===== config.mk =====
export PLATFORM = sky130hd
export DESIGN_NAME = rx_accept_filter
export DESIGN_NICKNAME = d
export VERILOG_FILES = /design/src/rtl/rxf_pkg.sv /design/src/rtl/rxf_regs.sv /design/src/rtl/rxf_byte_counter.sv /design/src/rtl/rxf_da_decide.sv /design/src/rtl/rx_accept_filter.sv
export SDC_FILE = /design/constraint.sdc
export NUM_CORES = 1
export LEC_CHECK = 0
export ABC_AREA = 0
export BUFFER_PORTS_ARGS = -buffer_cell sky130_fd_sc_hd__clkbuf_2
export CAP_MARGIN = 30
export CORE_MARGIN = 2
export CORE_UTILIZATION = 42
export CTS_BUF_LIST = sky130_fd_sc_hd__clkbuf_4
export DETAILED_ROUTE_END_ITERATION = 8
export PLACE_DENSITY_LB_ADDON = 0.2
export REMOVE_ABC_BUFFERS = 1
export SLEW_MARGIN = 0
export SYNTH_ARGS = -nofsm -noshare
export SYNTH_HDL_FRONTEND = slang
export SYNTH_SLANG_ARGS = --single-unit

===== constraint.sdc =====
create_clock -name clk -period 14.1 [get_ports clk]
set_clock_uncertainty 0.05 [all_clocks]
set_input_delay 2.115 -clock clk [delete_from_list [all_inputs] [get_ports clk]]
set_output_delay 2.115 -clock clk [all_outputs]
set_load 0.01 [all_outputs]

===== src/rtl/rxf_pkg.sv =====
package rxf_pkg;
  localparam int DA_BYTES = 6;
  localparam int DA_W     = 8 * DA_BYTES;

  localparam logic [1:0] ADDR_CTRL   = 2'd0;
  localparam logic [1:0] ADDR_MAXLEN = 2'd1;

  localparam int CTRL_W = 3;

  // packed order sets the bit positions: bit0 bc_reject, bit1 promisc, bit2 drt
  typedef struct packed {
    logic drt;
    logic promisc;
    logic bc_reject;
  } rxf_ctrl_t;
endpackage


===== src/rtl/rxf_regs.sv =====
module rxf_regs
  import rxf_pkg::*;
#(
  parameter int              REG_AW  = 2,
  parameter int              REG_DW  = 16,
  parameter int              LEN_W   = 11,
  parameter logic [LEN_W-1:0] LEN_RST = 11'd1518
) (
  input  logic              clk,
  input  logic              rst_n,
  input  logic              wr_en,
  input  logic [REG_AW-1:0] addr,
  input  logic [REG_DW-1:0] wdata,
  output logic [REG_DW-1:0] rdata,
  output rxf_ctrl_t         ctrl,
  output logic [LEN_W-1:0]  max_len
);
  rxf_ctrl_t        ctrl_q, ctrl_d;
  logic [LEN_W-1:0] len_q, len_d;
  logic             unused_wdata_hi;

  assign unused_wdata_hi = ^wdata[REG_DW-1:LEN_W];

  always_comb begin
    ctrl_d = ctrl_q;
    len_d  = len_q;
    if (wr_en && addr == REG_AW'(ADDR_CTRL))   ctrl_d = rxf_ctrl_t'(wdata[CTRL_W-1:0]);
    if (wr_en && addr == REG_AW'(ADDR_MAXLEN)) len_d  = wdata[LEN_W-1:0];
  end

  always_ff @(posedge clk or negedge rst_n) begin
    if (!rst_n) begin
      ctrl_q <= '0;
      len_q  <= LEN_RST;
    end else begin
      ctrl_q <= ctrl_d;
      len_q  <= len_d;
    end
  end

  always_comb begin
    rdata = '0;
    case (addr)
      REG_AW'(ADDR_CTRL):   rdata[CTRL_W-1:0] = ctrl_q;
      REG_AW'(ADDR_MAXLEN): rdata[LEN_W-1:0]  = len_q;
      default:              rdata = '0;
    endcase
  end

  assign ctrl    = ctrl_q;
  assign max_len = len_q;

  // the length limit leaving reset is the default value
  p_len_reset_r7: assert property (@(posedge clk) disable iff (!rst_n)
    $rose(rst_n) |-> (max_len == LEN_RST));

  // upper control bits never read back as ones
  p_ctrl_unused_zero_r9: assert property (@(posedge clk) disable iff (!rst_n)
    (addr == REG_AW'(ADDR_CTRL)) |-> (rdata[REG_DW-1:CTRL_W] == '0));
endmodule


===== src/rtl/rxf_byte_counter.sv =====
module rxf_byte_counter #(
  parameter int CNT_W = 16,
  parameter int LEN_W = 11
) (
  input  logic             clk,
  input  logic             rst_n,
  input  logic             live,
  input  logic             sof,
  input  logic             eval,
  input  logic [LEN_W-1:0] max_len,
  output logic [CNT_W-1:0] cnt_next,
  output logic             long_flag,
  output logic             babble_irq
);
  localparam logic [CNT_W-1:0] CNT_TOP = '1;

  logic [CNT_W-1:0] cnt_q, cnt_d, limit;
  logic             long_q, long_d, bab_q, bab_d;

  always_comb begin
    limit = {{(CNT_W-LEN_W){1'b0}}, max_len};
    if (sof)                   cnt_next = CNT_W'(1);
    else if (cnt_q == CNT_TOP) cnt_next = cnt_q;
    else                       cnt_next = cnt_q + CNT_W'(1);
    cnt_d = live ? cnt_next : cnt_q;

    long_d = (live && sof) ? 1'b0 : long_q;
    bab_d  = 1'b0;
    if (eval && (cnt_next > limit) && !long_d) begin
      long_d = 1'b1;
      bab_d  = 1'b1;
    end
  end

  always_ff @(posedge clk or negedge rst_n) begin
    if (!rst_n) begin
      cnt_q  <= '0;
      long_q <= 1'b0;
      bab_q  <= 1'b0;
    end else begin
      cnt_q  <= cnt_d;
      long_q <= long_d;
      bab_q  <= bab_d;
    end
  end

  assign long_flag  = long_q;
  assign babble_irq = bab_q;

  // a full counter stays full until the next frame start
  p_cnt_saturate_r10: assert property (@(posedge clk) disable iff (!rst_n)
    (cnt_q == CNT_TOP && live && !sof) |=> (cnt_q == CNT_TOP));

  // the interrupt only comes with a raised long flag
  p_babble_with_flag_r6: assert property (@(posedge clk) disable iff (!rst_n)
    babble_irq |-> long_flag);

  // within one frame the flag stays up and no further interrupt follows
  p_babble_once_r6: assert property (@(posedge clk) disable iff (!rst_n)
    (long_flag && !(live && sof)) |=> (long_flag && !babble_irq));
endmodule


===== src/rtl/rxf_da_decide.sv =====
module rxf_da_decide
  import rxf_pkg::*;
#(
  parameter int CNT_W = 16
) (
  input  logic             clk,
  input  logic             rst_n,
  input  logic             live,
  input  logic             sof,
  input  logic             eof,
  input  logic             eval,
  input  logic [7:0]       data,
  input  logic [CNT_W-1:0] cnt_next,
  input  logic [DA_W-1:0]  station_addr,
  input  rxf_ctrl_t        ctrl,
  output logic             dec_valid,
  output logic             dec_accept,
  output logic             dec_mark
);
  localparam logic [CNT_W-1:0] CNT_DA = CNT_W'(DA_BYTES);

  logic [DA_W-1:0] da_q, da_d;
  logic            val_d, acc_d, mark_d, val_q, acc_q, mark_q;
  logic            is_bcast;

  always_comb begin
    da_d = da_q;
    if (live) begin
      if (sof)                    da_d = {{(DA_W-8){1'b0}}, data};
      else if (cnt_next <= CNT_DA) da_d = {da_q[DA_W-9:0], data};
    end
    is_bcast = &da_d;

    val_d  = 1'b0;
    acc_d  = 1'b0;
    mark_d = 1'b0;
    if (eval && cnt_next == CNT_DA) begin
      val_d = 1'b1;
      if (ctrl.promisc)  acc_d = 1'b1;
      else if (is_bcast) acc_d = !ctrl.bc_reject;
      else               acc_d = (da_d == station_addr);
      mark_d = is_bcast && acc_d;
    end else if (eval && eof && cnt_next < CNT_DA) begin
      val_d = 1'b1;
    end
  end

  always_ff @(posedge clk or negedge rst_n) begin
    if (!rst_n) begin
      da_q   <= '0;
      val_q  <= 1'b0;
      acc_q  <= 1'b0;
      mark_q <= 1'b0;
    end else begin
      da_q   <= da_d;
      val_q  <= val_d;
      acc_q  <= acc_d;
      mark_q <= mark_d;
    end
  end

  assign dec_valid  = val_q;
  assign dec_accept = acc_q;
  assign dec_mark   = mark_q;

  // a marked decision is always an acceptance
  p_mark_accept_r2: assert property (@(posedge clk) disable iff (!rst_n)
    dec_mark |-> (dec_accept && dec_valid));

  // promiscuous mode accepts at the address-complete byte
  p_promisc_accept_r3: assert property (@(posedge clk) disable iff (!rst_n)
    (eval && cnt_next == CNT_DA && ctrl.promisc) |=> (dec_valid && dec_accept));

  // a frame ending before its address completes is dropped
  p_short_drop_r4: assert property (@(posedge clk) disable iff (!rst_n)
    (eval && eof && cnt_next < CNT_DA) |=> (dec_valid && !dec_accept));
endmodule


===== src/rtl/rx_accept_filter.sv =====
module rx_accept_filter
  import rxf_pkg::*;
#(
  parameter int               CNT_W   = 16,
  parameter int               LEN_W   = 11,
  parameter logic [LEN_W-1:0] LEN_RST = 11'd1518,
  parameter int               REG_AW  = 2,
  parameter int               REG_DW  = 16
) (
  input  logic              clk,
  input  logic              rst_n,
  input  logic              rx_valid,
  input  logic [7:0]        rx_data,
  input  logic              rx_sof,
  input  logic              rx_eof,
  input  logic              tx_active,
  input  logic [47:0]       station_addr,
  input  logic              reg_wr_en,
  input  logic [REG_AW-1:0] reg_addr,
  input  logic [REG_DW-1:0] reg_wdata,
  output logic [REG_DW-1:0] reg_rdata,
  output logic              dec_valid,
  output logic              dec_accept,
  output logic              dec_mark,
  output logic              long_flag,
  output logic              babble_irq
);
  rxf_ctrl_t        ctrl;
  logic [LEN_W-1:0] max_len;
  logic [CNT_W-1:0] cnt_next;
  logic             in_q, in_d, blk_q, blk_d;
  logic             sof_beat, live, blk_now, eval;

  rxf_regs #(
    .REG_AW(REG_AW), .REG_DW(REG_DW), .LEN_W(LEN_W), .LEN_RST(LEN_RST)
  ) i_regs (
    .clk(clk), .rst_n(rst_n), .wr_en(reg_wr_en), .addr(reg_addr),
    .wdata(reg_wdata), .rdata(reg_rdata), .ctrl(ctrl), .max_len(max_len)
  );

  always_comb begin
    sof_beat = rx_valid && rx_sof;
    live     = rx_valid && (rx_sof || in_q);
    blk_now  = sof_beat ? (ctrl.drt && tx_active) : blk_q;
    eval     = live && !blk_now;
    in_d     = live ? !rx_eof : in_q;
    blk_d    = live ? blk_now : blk_q;
  end

  always_ff @(posedge clk or negedge rst_n) begin
    if (!rst_n) begin
      in_q  <= 1'b0;
      blk_q <= 1'b0;
    end else begin
      in_q  <= in_d;
      blk_q <= blk_d;
    end
  end

  rxf_byte_counter #(.CNT_W(CNT_W), .LEN_W(LEN_W)) i_count (
    .clk(clk), .rst_n(rst_n), .live(live), .sof(sof_beat), .eval(eval),
    .max_len(max_len), .cnt_next(cnt_next), .long_flag(long_flag),
    .babble_irq(babble_irq)
  );

  rxf_da_decide #(.CNT_W(CNT_W)) i_decide (
    .clk(clk), .rst_n(rst_n), .live(live), .sof(sof_beat), .eof(rx_eof),
    .eval(eval), .data(rx_data), .cnt_next(cnt_next),
    .station_addr(station_addr), .ctrl(ctrl), .dec_valid(dec_valid),
    .dec_accept(dec_accept), .dec_mark(dec_mark)
  );

  // a blocked frame stays silent after its start byte
  p_blocked_silent_r8: assert property (@(posedge clk) disable iff (!rst_n)
    (live && !rx_sof && blk_q) |=> (!dec_valid && !babble_irq));

  // bytes outside a frame raise no decision
  p_idle_ignored_r11: assert property (@(posedge clk) disable iff (!rst_n)
    (rx_valid && !rx_sof && !in_q) |=> !dec_valid);
endmodule


==> metrics.csv <==
stage;metric;value;unit
synth;ys_dominant_reg_cell;dfrtp_1;
synth;synth_top_area_share;31.87;%
worst_setup_path;crit_path_end_kind;flip-flop;
drt;vias;5941;
place;io_buffer_count;91;
worst_setup_path;worstPathRequired;14.41;ns
floorplan;dieArea;15370;sq um
floorplan;die_width;124.0;um
clocking;numCtsBuffers;9;
synth;synth_xor_area_share;4.201;%
synth;ys_types;70;
synth;synth_top_family_by_area;compound AO/OA/AOI/OAI gates;
floorplan;chipHeight;124.0;um
synth;yosysTopAreaCell;dfrtp_1;
power_and_ir_drop;p_leak;2.978;nW
worst_setup_path;cp_max_fo;47;
outcome;outcome;finished clean;
sta;period_share;48.17;%
drt;drt-wirelength-per-cell;20.55;um
hold_path;hp-start;blk_q;
drt;drtPass1Iterations;6;
synth;ys_ff_latch;85;
sta;fmax;147.2;MHz
synth;synth_edf_count;0;
synth;yosys_warnings;0;
synth;seq_area_frac_synth;35.35;%
sta;min_period;6.792;ns
clocking;htree_levels;3;
finish;final_layout_size_suffix_gt1_share;20.10;%
clocking;cts_setup_buffers;0;
worst_setup_path;r2r_start;i_count.cnt_q[0];
synth;syn-cell-area;6046;sq um
sta;finalHoldViolations;0;
synth;synth_area_leaders;dfrtp_1 32%, a22o_1 4.5%, mux2_2 4.3%;
global_route;grt-ovfl-total;0;
clocking;path_clk_slew;0.13;ns
drt;routed_wl;19540;um
clocking;cts_resized;0;
clocking;clock_path_buffers;2;
floorplan;pin_count;102;
finish;utilization;48.05;%
power_and_ir_drop;power.density;102.4;nW/um^2
sta;slew_violations;0;
place;gp_congestion;0.9325;
finish;n_antenna_cell;0;
global_route;grt_antenna_before_repair;0;
synth;synth-simple-area-share;20.78;%
clocking;clk_latency;0.47;ns
worst_setup_path;worstSetupStartpoint;rx_sof;
sta;setup_viol;0;
global_route;grt_max_degree;60;
global_route;grt_util_all_layers;26.08;%
worst_setup_path;critical_path.startpoint_type;input port;
drt;drc_errors;0;
sta;rsz0062_at_grt;no;
synth;syn_area_per_cell;8.649;sq um
floorplan;initial_core_util;43.22;%
drt;vias_per_cell;6.247;
worst_setup_path;crit_arrival;7.11;ns
sta;maxSlewHeadroom;45.30;%
hold_path;hold_path_class;flip-flop to flip-flop;
global_route;grt_pass1_wl;30330;um
place;hpwl;14610;um
sta;setup-tns-final;0;ns
synth;muxShareOfSynthArea;7.595;%
synth;synthAdderAreaFrac;2.483;%
clocking;hold_buffers;0;
job;maxCapViolations;0;
worst_setup_path;worstSetupPathType;input port to flip-flop;
floorplan;coreArea;13990;sq um
synth;async_reset_ff_share;100.0;%
power_and_ir_drop;irDropWorstVdd;0.00005176;V
global_route;grt_pass1_vias;5598;
synth;synth-compound-area-share;22.64;%
drt;first_iter_violations;670;
sta;worst_pin_slew;0.8175;ns
clocking;cts_tree;yes;
synth;syn_inst;699;
finish;nets;860;
clocking;cts_root_buf;clkbuf_4;
floorplan;num_rows;43;
clocking;cts.sinks;85;
drt;antenna_left;0;
finish;syn_to_final_growth;11.18;%
final timing paths:
kind | to | slack [ns] | depth (start not counted)
min in group asynchronous | i_regs.max_len[4] | 1.49 | 1
hold / removal | blk_q | 0.45 | 2
max in group asynchronous | i_decide.da_q[19] | 11.42 | 2
hold reg to reg | blk_q | 0.45 | 2
setup reg to reg | i_decide.dec_accept | 8.53 | 13
setup / recovery | i_decide.dec_accept | 7.31 | 13
cell usage after synthesis, drive strengths merged (3+ instances only):
cell	number
dfrtp	77
nand2	56
inv	55
a21oi	41
a22o	31
nor2	31
o21ai	28
clkbuf	27
nand4	26
nand3	24
mux2	23
nor3	21
mux2i	20
and2	18
buf	18
nor4	16
o22ai	15
xnor2	15
xor2	14
ha	12
and4	10
o21a	9
dfstp	8
a22oi	7
a31oi	7
nor2b	7
a221oi	5
o31ai	5
or3	5
a2111oi	4
a21o	4
and3	4
nand2b	4
o221ai	4
o2bb2ai	4
o211ai	3
o32ai	3
or2	3
or4	3
critical path, stage by stage:
cell and delay, ns:
clkbuf_2 0.15, and3b_1 0.44, nor2_1 0.74, a311oi_1 0.24, nor3_1 0.47, nand3_1 0.20
or4_4 0.72, or3_4 0.48, a2111oi_2 0.39, nand4_1 0.16, or4_4 0.60, o31a_1 0.31
o41ai_1 0.07
through the flow:
step	power [mW]	worst slack, ns	area [sq um]	instances	hold WS [ns]
4_1_cts	0.6868	7.460	6721	951	0.4503
3_3_place_gp	0.5375	6.944	6589	936	0.4209
3_5_place_dp	0.5413	7.010	6589	936	0.4227
6_report	0.6882	7.308	6721	951	0.4488
5_1_grt	0.7285	7.237	6721	951	0.4951
2_1_floorplan	0.4533	7.161	5851	658	0.3955
flip-flops by register name (all words and copies together), names as in the netlist:
name and flops:
i_decide.dec_valid 1, i_decide.da_q 48, i_count.cnt_q 16, i_decide.dec_mark 1, blk_q 1, in_q 1, i_decide.dec_accept 1, i_count.babble_irq 1
i_regs.max_len 11, i_count.long_flag 1, i_regs.ctrl 3
metal layers:
layer	part of all wire [%]	GRT usage [%]	wire length [um]	vias up
met3	9.1	5.082	1774	40
met4	2.6	10.60	505	0
met5	0	0	0	-
met2	42	37.43	8233	319
met1	46	38.39	9030	2859
li1	-	-	-	2723
where the power goes:
part           internal, mW  leakage [nW]  total, mW  switching (mW)
Clock                0.0610        0.0779      0.145          0.0839
Sequential            0.275          1.11      0.325          0.0500
Combinational        0.0926          1.79      0.218           0.125
cells in the final DEF (no fill, tap or decap), types with 24 or more instances in the layout:
| cell | n |
|---|---|
| nor2_1 | 30 |
| inv_1 | 55 |
| a21oi_1 | 41 |
| o21ai_0 | 27 |
| nand3_1 | 24 |
| clkbuf_2 | 90 |
| nand4_1 | 26 |
| dfrtp_1 | 77 |
| nand2_1 | 56 |
| a22o_1 | 31 |
final cells by class:
class | count | area (sq um)
Clock buffer | 13 | 97.59
Clock inverter | 2 | 35.03
Fill cell | 1362 | 7267
Inverter | 55 | 206.4
Multi-Input combinational cell | 518 | 3510
Sequential cell | 85 | 2137
Tap cell | 180 | 225.2
Timing Repair Buffer | 98 | 510.5
kinds of logic (layout without fill, tap and decap cells):
logic type | count (synthesis) | count (layout)
muxes | 43 | 43
xor gates and xnor gates | 29 | 29
other | 1 | 5
and+or+nand+nor | 235 | 235
AOI/OAI and AO/OA | 194 | 194
buffers and inverters | 100 | 168
adders and majority gates | 12 | 12
DFF | 85 | 85
No activity file was read; power rests on OpenSTA's default activity.
